**config.mk**
```make
export PLATFORM = sky130hd
export DESIGN_NAME = bit_manip_unit
export DESIGN_NICKNAME = d
export VERILOG_FILES = /design/src/rtl/bmu_pkg.sv /design/src/rtl/bmu_bitsel.sv /design/src/rtl/bmu_alu.sv /design/src/rtl/bmu_seq.sv /design/src/rtl/bit_manip_unit.sv
export SDC_FILE = /design/constraint.sdc
export NUM_CORES = 1
export LEC_CHECK = 0
export ABC_AREA = 1
export BUFFER_PORTS_ARGS = -buffer_cell sky130_fd_sc_hd__buf_4
export CELL_PAD_IN_SITES_DETAIL_PLACEMENT = 0
export CELL_PAD_IN_SITES_GLOBAL_PLACEMENT = 1
export CORE_MARGIN = 2
export CORE_UTILIZATION = 37
export CTS_CLUSTER_SIZE = 30
export DETAILED_ROUTE_END_ITERATION = 8
export PLACE_DENSITY = 0.78
export SLEW_MARGIN = 10
export SYNTH_ARGS = -nofsm -noshare
export SYNTH_HDL_FRONTEND = slang
export SYNTH_SLANG_ARGS = --single-unit
```
**constraint.sdc**
```tcl
create_clock -name clk -period 2.6 [get_ports clk]
set_input_delay 0.52 -clock clk [delete_from_list [all_inputs] [get_ports clk]]
set_output_delay 0.52 -clock clk [all_outputs]
set_load 0.05 [all_outputs]
```
**src/rtl/bmu_pkg.sv**
```systemverilog
package bmu_pkg;

  typedef enum logic [3:0] {
    OP_BSET    = 4'd0,
    OP_BCLR    = 4'd1,
    OP_BFLIP   = 4'd2,
    OP_BTEST   = 4'd3,
    OP_CLOAD   = 4'd4,
    OP_CLOADN  = 4'd5,
    OP_CSTORE  = 4'd6,
    OP_CSTOREN = 4'd7,
    OP_CAND    = 4'd8,
    OP_CANDN   = 4'd9,
    OP_COR     = 4'd10,
    OP_CORN    = 4'd11,
    OP_CXOR    = 4'd12,
    OP_CXORN   = 4'd13
  } bop_e;

  typedef enum logic [2:0] {
    S_IDLE   = 3'd0,
    S_READ   = 3'd1,
    S_MODIFY = 3'd2,
    S_WRITE  = 3'd3,
    S_DONE   = 3'd4
  } seq_e;

  // ops whose bit number may come from a register
  function automatic logic op_allows_reg_bitno(input logic [3:0] op);
    return op <= 4'd3;
  endfunction

  // ops that rewrite the operand byte
  function automatic logic op_writes(input logic [3:0] op);
    return (op <= 4'd2) || (op == 4'd6) || (op == 4'd7);
  endfunction

  // combine carry with a (possibly inverted) bit; kind: 0 and, 1 or, 2 xor
  function automatic logic carry_combine(input logic [1:0] kind, input logic c,
                                         input logic b, input logic inv);
    logic v;
    v = b ^ inv;
    case (kind)
      2'd0:    return c & v;
      2'd1:    return c | v;
      default: return c ^ v;
    endcase
  endfunction

endpackage

```
**src/rtl/bmu_bitsel.sv**
```systemverilog
module bmu_bitsel #(
  parameter int DATA_W = 8,
  localparam int BIT_W = $clog2(DATA_W)
) (
  input  logic [3:0]       op,
  input  logic             src_reg,
  input  logic [BIT_W-1:0] imm,
  input  logic [BIT_W-1:0] reg_low,
  output logic [DATA_W-1:0] mask
);
  import bmu_pkg::*;

  logic [BIT_W-1:0] bitno;

  assign bitno = (src_reg && op_allows_reg_bitno(op)) ? reg_low : imm;

  for (genvar i = 0; i < DATA_W; i++) begin : g_dec
    assign mask[i] = (bitno == BIT_W'(i));
  end

endmodule

```
**src/rtl/bmu_alu.sv**
```systemverilog
module bmu_alu #(
  parameter int DATA_W = 8,
  parameter int FLAG_W = 8,
  parameter int C_POS  = 0,
  parameter int Z_POS  = 2
) (
  input  logic [3:0]        op,
  input  logic [DATA_W-1:0] mask,
  input  logic [DATA_W-1:0] operand,
  input  logic [FLAG_W-1:0] flags_in,
  output logic [DATA_W-1:0] result,
  output logic              we,
  output logic [FLAG_W-1:0] flags_out
);
  import bmu_pkg::*;

  logic sel_bit;
  logic c_in;

  assign sel_bit = |(operand & mask);
  assign c_in    = flags_in[C_POS];

  always_comb begin
    result    = operand;
    we        = 1'b0;
    flags_out = flags_in;
    case (op)
      OP_BSET:    begin result = operand | mask;  we = 1'b1; end
      OP_BCLR:    begin result = operand & ~mask; we = 1'b1; end
      OP_BFLIP:   begin result = operand ^ mask;  we = 1'b1; end
      OP_BTEST:   flags_out[Z_POS] = ~sel_bit;
      OP_CLOAD:   flags_out[C_POS] = sel_bit;
      OP_CLOADN:  flags_out[C_POS] = ~sel_bit;
      OP_CSTORE:  begin result = c_in ? (operand | mask) : (operand & ~mask); we = 1'b1; end
      OP_CSTOREN: begin result = c_in ? (operand & ~mask) : (operand | mask); we = 1'b1; end
      OP_CAND, OP_CANDN, OP_COR, OP_CORN, OP_CXOR, OP_CXORN:
        flags_out[C_POS] = carry_combine(2'(({28'd0, op} - 32'd8) >> 1), c_in, sel_bit, op[0]);
      default: ;
    endcase
  end

endmodule

```
**src/rtl/bmu_seq.sv**
```systemverilog
module bmu_seq (
  input  logic clk,
  input  logic rst_n,
  input  logic req_valid,
  input  logic req_mem,
  input  logic mem_gnt,
  input  logic needs_write,
  output logic req_ready,
  output logic accept,
  output logic cap_read,
  output logic write_fire,
  output logic mem_req,
  output logic mem_we,
  output logic done
);
  import bmu_pkg::*;

  seq_e state, state_nx;

  always_comb begin
    state_nx = state;
    case (state)
      S_IDLE:   if (req_valid) state_nx = req_mem ? S_READ : S_DONE;
      S_READ:   if (mem_gnt) state_nx = S_MODIFY;
      S_MODIFY: state_nx = needs_write ? S_WRITE : S_DONE;
      S_WRITE:  if (mem_gnt) state_nx = S_DONE;
      S_DONE:   state_nx = S_IDLE;
      default:  state_nx = S_IDLE;
    endcase
  end

  always_ff @(posedge clk or negedge rst_n) begin
    if (!rst_n) state <= S_IDLE;
    else        state <= state_nx;
  end

  assign req_ready  = (state == S_IDLE);
  assign accept     = req_ready && req_valid;
  assign mem_req    = (state == S_READ) || (state == S_WRITE);
  assign mem_we     = (state == S_WRITE);
  assign cap_read   = (state == S_READ) && mem_gnt;
  assign write_fire = (state == S_WRITE) && mem_gnt;
  assign done       = (state == S_DONE);

endmodule

```
**src/rtl/bit_manip_unit.sv**
```systemverilog
module bit_manip_unit #(
  parameter int DATA_W = 8,
  parameter int FLAG_W = 8,
  parameter int C_POS  = 0,
  parameter int Z_POS  = 2,
  localparam int BIT_W = $clog2(DATA_W)
) (
  input  logic              clk,
  input  logic              rst_n,
  input  logic              req_valid,
  output logic              req_ready,
  input  logic [3:0]        req_op,
  input  logic              req_mem,
  input  logic              bit_src_reg,
  input  logic [BIT_W-1:0]  bit_imm,
  input  logic [BIT_W-1:0]  bit_reg,
  input  logic [DATA_W-1:0] reg_operand,
  input  logic [FLAG_W-1:0] flags_in,
  output logic              mem_req,
  output logic              mem_we,
  output logic [DATA_W-1:0] mem_wdata,
  input  logic              mem_gnt,
  input  logic [DATA_W-1:0] mem_rdata,
  output logic              done,
  output logic [DATA_W-1:0] result_byte,
  output logic              result_we,
  output logic [FLAG_W-1:0] flags_out
);

  logic [DATA_W-1:0] mask_in, mask_q, operand_q, alu_result;
  logic [FLAG_W-1:0] flags_q, alu_flags;
  logic [3:0]        op_q;
  logic              alu_we;
  // named events for the checker
  logic ev_accept, ev_read, ev_write;

  bmu_bitsel #(.DATA_W(DATA_W)) u_sel (
    .op(req_op), .src_reg(bit_src_reg), .imm(bit_imm), .reg_low(bit_reg),
    .mask(mask_in)
  );

  bmu_seq u_seq (
    .clk(clk), .rst_n(rst_n), .req_valid(req_valid), .req_mem(req_mem),
    .mem_gnt(mem_gnt), .needs_write(alu_we), .req_ready(req_ready),
    .accept(ev_accept), .cap_read(ev_read), .write_fire(ev_write),
    .mem_req(mem_req), .mem_we(mem_we), .done(done)
  );

  always_ff @(posedge clk or negedge rst_n) begin
    if (!rst_n) begin
      op_q      <= '0;
      mask_q    <= '0;
      operand_q <= '0;
      flags_q   <= '0;
    end else if (ev_accept) begin
      op_q      <= req_op;
      mask_q    <= mask_in;
      operand_q <= reg_operand;
      flags_q   <= flags_in;
    end else if (ev_read) begin
      operand_q <= mem_rdata;
    end
  end

  bmu_alu #(.DATA_W(DATA_W), .FLAG_W(FLAG_W), .C_POS(C_POS), .Z_POS(Z_POS)) u_alu (
    .op(op_q), .mask(mask_q), .operand(operand_q), .flags_in(flags_q),
    .result(alu_result), .we(alu_we), .flags_out(alu_flags)
  );

  assign mem_wdata   = alu_result;
  assign result_byte = alu_result;
  assign result_we   = alu_we;
  assign flags_out   = alu_flags;

endmodule

```
After elaboration in Yosys (flattened, before gate mapping)
Index checks and enable logic that the tools add are counted.
Widths: inputs -> output; s select.

word-level totals
  input bits = 40
  register bits = 31
  logic and storage cells = 74
  output and inout bits = 29

cells by class
  order comparisons = 1
  add/subtract/negate cells = 1
  equality and inequality tests = 28
  mux-type cells = 16
  reduce and logical (&&, ||, !) cells = 13
  bitwise operators = 10

operators with widths
  cell                count
  $pmux 8 s5          1
  $mux 8              4
  $eq 4x4->1 const B  6
  $mux 3              6
  $and 8x8->8         2
  $eq 4x3->1 const B  4
  $eq 3x3->1 const B  5
  $eq 3x2->1 const B  4
  $pmux 3 s4          1
  $eq 4x2->1 const B  2
  $not 8->8           1
  $or 8x8->8          1
  $reduce_or 8->1     1
  $xor 8x8->8         1
  $eq 3x1->1 const B  2
  $logic_not 3->1     2
  $reduce_or 6->1     1
  $reduce_or 5->1     1
  $eq 4x1->1 const B  1
  $le 4x2->1 const B  1
  $logic_not 4->1     1
  $ne 2x2->1 const B  2
  $logic_and 1x1->1   3
  $pmux 1 s3          1
  13 further kinds    15

Longest topological paths before layout
Gate-level depths: netlist of the first run.

  depth after elaboration = 6
  depth in mapped cells = 11
  mapped depth without buffers = 11

Modules after synthesis
Synthesis of the first run repeated with hierarchy kept, for this count alone.

unflattened totals
  cell total of the unflattened synthesis = 454
  area total of the unflattened synthesis = 2889.0 um^2

modules (own cells, without submodules)
  module          area an instance (um^2)  times used  sequential area each (um^2)  cells an instance
  bmu_alu         1282.5                   1           0.0                          246
  bit_manip_unit  1219.9                   1           700.7                        136
  bmu_seq         229.0                    1           75.1                         39
  bmu_bitsel      157.7                    1           0.0                          33

Least setup slack after synthesis of the first run
No wires, ideal clock.

  kind = flip-flop to output port
  from = register op_q[1]
  to = output port result_byte[0]
  path slack = -13 ps
  required time = 2080 ps
  data arrival time = 2093 ps
  path buffers = 2
  stages on the path, launching flop included = 9
  cells stage by stage = dfrtp_1 -> buf_4 -> nand2_1 -> nand2_1 -> nand2_1 -> inv_2 -> nand2_1 -> nand3_1 -> buf_4

on the way
  longest elaborated chain between the ends = 2
  elaborated cells between the ends (all ways) = 6
  those cells by class = 4 x eq/ne; 1 x mux; 1 x reduce/logical

ends and longest elaborated chain
  item                                      line                  text
  start: declaration                        bit_manip_unit.sv:32  logic [3:0] op_q;
  start signal: assignment                  bit_manip_unit.sv:56  op_q <= req_op;
  $eq 4x3->1, or another cell as far along  bmu_alu.sv:27         case (op)
  $pmux 8 s5 (*)                            bmu_alu.sv:27
  end: declaration                          bit_manip_unit.sv:25  output logic [DATA_W-1:0] result_byte,

Mark *: on every way between the ends. The rest lies on a longest branch, timed or not.

Worst setup path in the final report of the first run
  from = register operand_q[3]
  to = output port flags_out[0]

on the way
  longest elaborated chain between the ends = 6
  elaborated cells between the ends (all ways) = 9
  those cells by class = 2 x mux; 6 x bitwise; 1 x reduce/logical

ends and longest elaborated chain
  item                                       line                  text
  start: declaration                         bit_manip_unit.sv:30  logic [DATA_W-1:0] mask_in, mask_q, operand_q, alu_result;
  start signal: assignment                   bit_manip_unit.sv:58  operand_q <= reg_operand;
  start signal: assignment                   bit_manip_unit.sv:61  operand_q <= mem_rdata;
  $and 8x8->8 (*)                            bmu_alu.sv:20         assign sel_bit = |(operand & mask);
  $reduce_or 8->1 (*)                        bmu_alu.sv:20
  $xor 1x1->1                                bmu_pkg.sv:42         v = b ^ inv;
  $xor 1x1->1, or another cell as far along  bmu_pkg.sv:46         default: return c ^ v;
  $pmux 1 s2                                 bmu_pkg.sv:43         case (kind)
  $pmux 1 s3 (*)                             bmu_alu.sv:27
  end: declaration                           bit_manip_unit.sv:27  output logic [FLAG_W-1:0] flags_out

Marks and branches as above.

==> impl_metrics.json, run 1 <==
{
  "slew_headroom_pct": 68.43,
  "max_cap_violations": 0,
  "clock_skew_ps": 6.616,
  "worst_slack_ps": -129.4,
  "ant_nets": 0,
  "n_antenna_cell": 0,
  "die_x_um": 91.17,
  "nNetsFinal": 597,
  "dpl-instance-area_sq_um": 3406,
  "synthesis.area_sq_um": 2811,
  "grt_max_degree": 32,
  "hold_violations": 0,
  "io_buffer_count": 68,
  "yosys_warnings": 0,
  "slew_violations": 0,
  "clk_pin_slew_ps": 70,
  "ctsHoldBuffers": 0,
  "cts_buffers": 5,
  "htree_levels": 2,
  "drc": 0,
  "dpl.hpwl_um": 5546,
  "cts-root-buf": "clkbuf_8",
  "crit_fanout": 2,
  "grt_pass1_wl_um": 12790,
  "r2r_start": "u_seq.state[1]$_DFFE_PN0P_",
  "hold_path_class": "input port to async pin",
  "grt_usage_pct": 19.07,
  "dr.first_iter.drc_count": 146,
  "outcome": "finished with violations",
  "ios": 69,
  "stdcell_area_sq_um": 3637,
  "syn_inst": 452,
  "cts_tree": "done",
  "avgSynthCellArea_sq_um": 6.220,
  "finalCritPeriodShare_pct": 105.0,
  "worstMarginPinSlew_ps": 473.0,
  "initial_core_util_pct": 38.56,
  "grt_overflow": 0,
  "ys_types": 21,
  "fmax_ghz": 0.3664,
  "clk_path_buf_depth": 2,
  "vias_per_cell": 4.465,
  "critical_path_class": "register to primary output",
  "placeableCoreArea_sq_um": 7292,
  "antenna_found_initial": 0,
  "totalWireLength_um": 7545,
  "setup_violations": 1,
  "required_ps": 2080,
  "cp-end-kind": "primary output",
  "vias": 2813,
  "fillers": 788,
  "synth_fp_nets": 518,
  "wl_per_cell_um": 11.98,
  "die_h_um": 91.17,
  "die_area_sq_um": 8312,
  "area_delta_synth_final_pct": 29.37,
  "drive_gt1_share_pct": 25.24,
  "arrival_ps": 2210,
  "grt_pass1_vias": 2809,
  "cp-start-kind": "register",
  "rrSetupSlack_ps": 960,
  "violations": "negative setup slack",
  "fin_crit_ps": 2729,
  "rsz0062_at_grt": "yes",
  "ys_ff_latch": 31,
  "placementRows": 31,
  "insertion_delay_ps": 290,
  "place_congestion": 0.7737,
  "r2r-end": "operand_q[5]$_DFFE_PN0P_",
  "r2r_cells": 8,
  "final_util_pct": 49.88,
  "yosysSeqAreaShare_pct": 27.59,
  "cts.sinks": 31,
  "drtPass1Iterations": 4
}
==> cells in the mapped netlist <==
library cell  number  area share [%]
nand3_1           31             5.5
buf_4             16             4.3
xor2_1             1            0.31
inv_2              6            0.80
nor2_4             5             2.0
nor2_2             3            0.67
nand2_1          180              24
nand4_1            2            0.44
nand2_4            1            0.40
inv_4              1            0.22
nor3_1             3            0.53
o21ai_0           12             2.1
inv_1             63             8.4
nor2_1            55             7.3
nand3b_1           3            0.80
ha_1              26              12
buf_6              2            0.80
dfrtp_1           31              28
buf_2              4            0.71
nand3_2            1            0.36
o21ai_1            6             1.1
==> registers in the layout (all words and copies together), names as in the netlist <==
register     cells
flags_q          8
mask_q           8
op_q             4
operand_q        8
u_seq.state      3
==> critical path: stages, from the launching register on <==
cell and delay (ps):
dfrtp_1 380, ha_2 180, nor2_2 130, nand2_2 90
nor2_4 150, xor2_2 180, inv_1 70, ha_2 160
nand2_1 60, nand2_1 50, o21ai_1 150, nand4_1 140
buf_6 190
==> area by class of cell <==
class	instances	area (sq um)	area share, %
repair buffers	94	709.4	19.50
multi-input cells	329	1660	45.65
well taps	99	123.9	3.406
clock inverters	1	30.03	0.8256
clock buffers	6	72.57	1.995
flip-flops and latches	31	775.7	21.33
inverters	70	265.3	7.293
==> per-stage QoR <==
step / hold slack (ps) / TNS [ps] / cells / setup slack [ps]
floorplan: 224.4 / 0 / 452 / 29.27
global placement: 467.0 / 0 / 613 / 132.1
detailed placement: 465.6 / 0 / 613 / 39.61
CTS: 169.7 / -140.6 / 626 / -140.6
global route: 180.8 / -239.1 / 630 / -239.1
finish: 152.7 / -129.4 / 630 / -129.4
==> cell families after synthesis <==
family          share of synthesized area [%]
simple gates                            42.10
buf+inv                                 15.22
xor+xnor                               0.3116
fa+ha+maj                               11.57
compound gates                          3.204
flops                                   27.59
==> cells in the final DEF, fill, tap and decap left out <==
cell type / count
nor2_4: 6
bufinv_16: 1
inv_1: 63
buf_4: 93
o21ai_1: 7
inv_2: 6
nand2_2: 3
nand3_2: 1
nor2_1: 50
dfrtp_1: 31
inv_4: 1
nand2_1: 177
nand4_1: 2
o21ai_0: 11
nand3b_1: 3
ha_2: 8
nand3_1: 31
nor3_1: 3
clkbuf_1: 1
xor2_2: 1
ha_1: 18
buf_6: 1
nor2_2: 7
nand2_4: 1
clkbuf_8: 5
==> metal layers <==
| layer | wire length [um] | part of all wire (%) | up-vias | GRT usage, % |
|---|---|---|---|---|
| li1 | - | - | 1497 | - |
| met1 | 3474 | 46 | 1241 | 24.95 |
| met2 | 3574 | 47 | 70 | 33.09 |
| met3 | 455 | 6.0 | 5 | 3.568 |
| met4 | 41 | 0.54 | 0 | 3.409 |
| met5 | 0 | 0 | - | 0 |
==> worst max-delay path by stage <==
stage / from / endpoint / slack, ps
after detailed placement: mask_q[5]$_DFFE_PN0P_ / flags_out[0] / 40
after floorplan: operand_q[5]$_DFFE_PN0P_ / flags_out[0] / 30
final: operand_q[3]$_DFFE_PN0P_ / flags_out[0] / -130
after global routing: mask_q[5]$_DFFE_PN0P_ / flags_out[0] / -240
after CTS: mask_q[7]$_DFFE_PN0P_ / flags_out[0] / -140
after global placement: mask_q[5]$_DFFE_PN0P_ / flags_out[0] / 130
==> repair_timing <==
action | 4_1_cts | 5_1_grt
pin swaps | 10 | 11
gates cloned | 0 | 0
buffers inserted | 6 | 4
gates resized for setup | 7 | 12
endpoints found under the setup margin | 1 | 1
Power of run 1 is not shown: default switching activity piles up to over one toggle a cycle in this logic, so the estimate is an artifact.
==> inputs of run 2 (changes only) <==
--- a/config.mk
+++ b/config.mk
@@ -10,10 +10,11 @@
 export CELL_PAD_IN_SITES_DETAIL_PLACEMENT = 0
 export CELL_PAD_IN_SITES_GLOBAL_PLACEMENT = 1
 export CORE_MARGIN = 2
-export CORE_UTILIZATION = 37
+export CORE_UTILIZATION = 34
+export CTS_BUF_LIST = sky130_fd_sc_hd__clkbuf_8
 export CTS_CLUSTER_SIZE = 30
 export DETAILED_ROUTE_END_ITERATION = 8
-export PLACE_DENSITY = 0.78
+export PLACE_DENSITY = 0.75
 export SLEW_MARGIN = 10
 export SYNTH_ARGS = -nofsm -noshare
 export SYNTH_HDL_FRONTEND = slang
==> constraint.sdc (replaced) <==
create_clock -name clk -period 2.3 [get_ports clk]
set_input_delay 0.46 -clock clk [delete_from_list [all_inputs] [get_ports clk]]
set_output_delay 0.46 -clock clk [all_outputs]
set_load 0.05 [all_outputs]
==> run 2 against run 1 <==
  * The flow still finishes with violations (negative setup slack)
  * Sequential share of layout area is 0.35 points lower
  * Design area is 2.2% higher
  * Highest routed layer unchanged
  * Critical path type unchanged
  * Non-clock buffer count is 1 lower
  * Final cell count is 0.79% higher
  * Via count is 2.2% higher
  * Global-route usage is 1.6 points lower
==> impl_metrics.json, run 2 (synthesized netlist as in run 1, its figures left out) <==
{
  "outcome": "finished with violations",
  "violations": "negative setup slack",
  "placeableCoreArea_sq_um": 8134,
  "clk_path_buf_depth": 2,
  "drive_gt1_share_pct": 27.74,
  "cts_tree": "done",
  "top_regs": "flags_q: 8 flops, mask_q: 8 flops, operand_q: 8 flops",
  "insertion_delay_ps": 280,
  "rsz0062_at_grt": "yes",
  "dr.first_iter.drc_count": 113,
  "finalCritPeriodShare_pct": 111.2,
  "clock_skew_ps": 4.128,
  "ios": 69,
  "worstMarginPinSlew_ps": 393.7,
  "slew_headroom_pct": 73.75,
  "max_cap_violations": 0,
  "drc": 0,
  "antenna_found_initial": 0,
  "cts-root-buf": "clkbuf_8",
  "crit_fanout": 2,
  "totalWireLength_um": 7348,
  "n_antenna_cell": 0,
  "wl_per_cell_um": 11.57,
  "layout.cells.most_common": "nand2_1",
  "r2r_cells": 8,
  "ant_nets": 0,
  "fin_crit_ps": 2559,
  "fillers": 852,
  "placementRows": 33,
  "die_area_sq_um": 9013,
  "cts.sinks": 31,
  "place_congestion": 0.8376,
  "hold_path_class": "input port to async pin",
  "grt_pass1_vias": 2665,
  "die_h_um": 94.94,
  "final_cell_mix": "176 x nand2_1, 87 x buf_4, 61 x inv_1, 49 x nor2_1, 28 x dfrtp_1",
  "die_x_um": 94.94,
  "drtPass1Iterations": 4,
  "hold_violations": 0,
  "htree_levels": 2,
  "arrival_ps": 2100,
  "cp-start-kind": "register",
  "vias": 2876,
  "io_buffer_count": 68,
  "grt_usage_pct": 17.49,
  "holdWs_ps": 107.6,
  "setup_violations": 1,
  "ctsHoldBuffers": 0,
  "fmax_ghz": 0.3908,
  "nNetsFinal": 596,
  "worst_slack_ps": -258.7,
  "vias_per_cell": 4.529,
  "grt_overflow": 0,
  "grt_max_degree": 32,
  "slew_violations": 0,
  "dpl.hpwl_um": 5744,
  "area_delta_synth_final_pct": 32.18,
  "initial_core_util_pct": 34.56,
  "required_ps": 1840,
  "cts_buffers": 5,
  "clk_pin_slew_ps": 60,
  "cp-end-kind": "primary output",
  "grt_pass1_wl_um": 12360,
  "critical_path_class": "register to primary output"
}
run 2: changes by cell type in the layout (fill, tap and decap cells not counted), moves of 2 or more:
cell / before / now
buf_4: 93 / 87
dfrtp_1: 31 / 28
nand3_2: 1 / 8
nor2_4: 6 / 9
nor2_2: 7 / 5
inv_2: 6 / 9
buf_6: 1 / 5
inv_1: 63 / 61
nand3_1: 31 / 24
dfrtp_2: 0 / 3
run 2: final cells by class:
class                      count  area [sq um]  area share [%]
clock buffer                   5         68.82           1.852
clock inverter                 2         33.78          0.9091
inverter                      70         265.3           7.138
multi-input combinational    329          1713           46.09
sequential                    31         779.5           20.98
tap                          105         131.4           3.535
timing repair buffer          93         724.4           19.49
run 2: final timing paths:
check / from / to / slack [ps]
max: mask_q[5]$_DFFE_PN0P_ / flags_out[0] / -260
min: rst_n / u_seq.state[1]$_DFFE_PN0P_ / 110
max reg2reg: u_seq.state[1]$_DFFE_PN0P_ / operand_q[5]$_DFFE_PN0P_ / 700
min reg2reg: flags_q[6]$_DFFE_PN0P_ / flags_q[6]$_DFFE_PN0P_ / 480
max in group asynchronous: rst_n / op_q[2]$_DFFE_PN0P_ / 1890
min in group clk: flags_in[7] / flags_q[7]$_DFFE_PN0P_ / 370
run 2: through the flow:
stage / setup TNS (ps) / worst slack [ps] / instances / instance area (sq um) / util [%]
2_1_floorplan: -232.9 / -148.3 / 452 / 2859 / -
3_3_place_gp: -14.71 / -14.71 / 625 / 3503 / 43.07
3_5_place_dp: -50.37 / -50.37 / 625 / 3503 / 43.07
4_1_cts: -350.5 / -350.5 / 632 / 3620 / 44.50
5_1_grt: -460.5 / -450.2 / 635 / 3716 / 45.69
6_report: -258.7 / -258.7 / 635 / 3716 / 45.69
run 2: metal layers:
metal / global-route usage (%) / vias up / wire (um) / part of all wire (%)
met3: 3.352 / 4 / 443 / 6.0
met5: 0 / - / 0 / 0
met4: 2.415 / 0 / 34 / 0.46
met2: 30.14 / 83 / 3447 / 47
met1: 23.29 / 1288 / 3423 / 47
li1: - / 1501 / - / -
run 2: critical path: stages (launching register included):
cell,delay [ps]
dfrtp_1,390
ha_1,200
nor2_1,120
nand2_2,90
nor2_4,110
xor2_2,150
inv_1,60
ha_2,160
nand2_1,60
nand2_1,40
o21ai_1,130
nand4_1,130
buf_6,180
run 2: repair_timing:
item,4_1_cts,5_1_grt
cloned,0,0
gates resized for setup,4,26
buffers inserted,0,3
setup endpoints to repair,17,17
pin swaps,8,12
Power of run 2 is left out for the same reason.
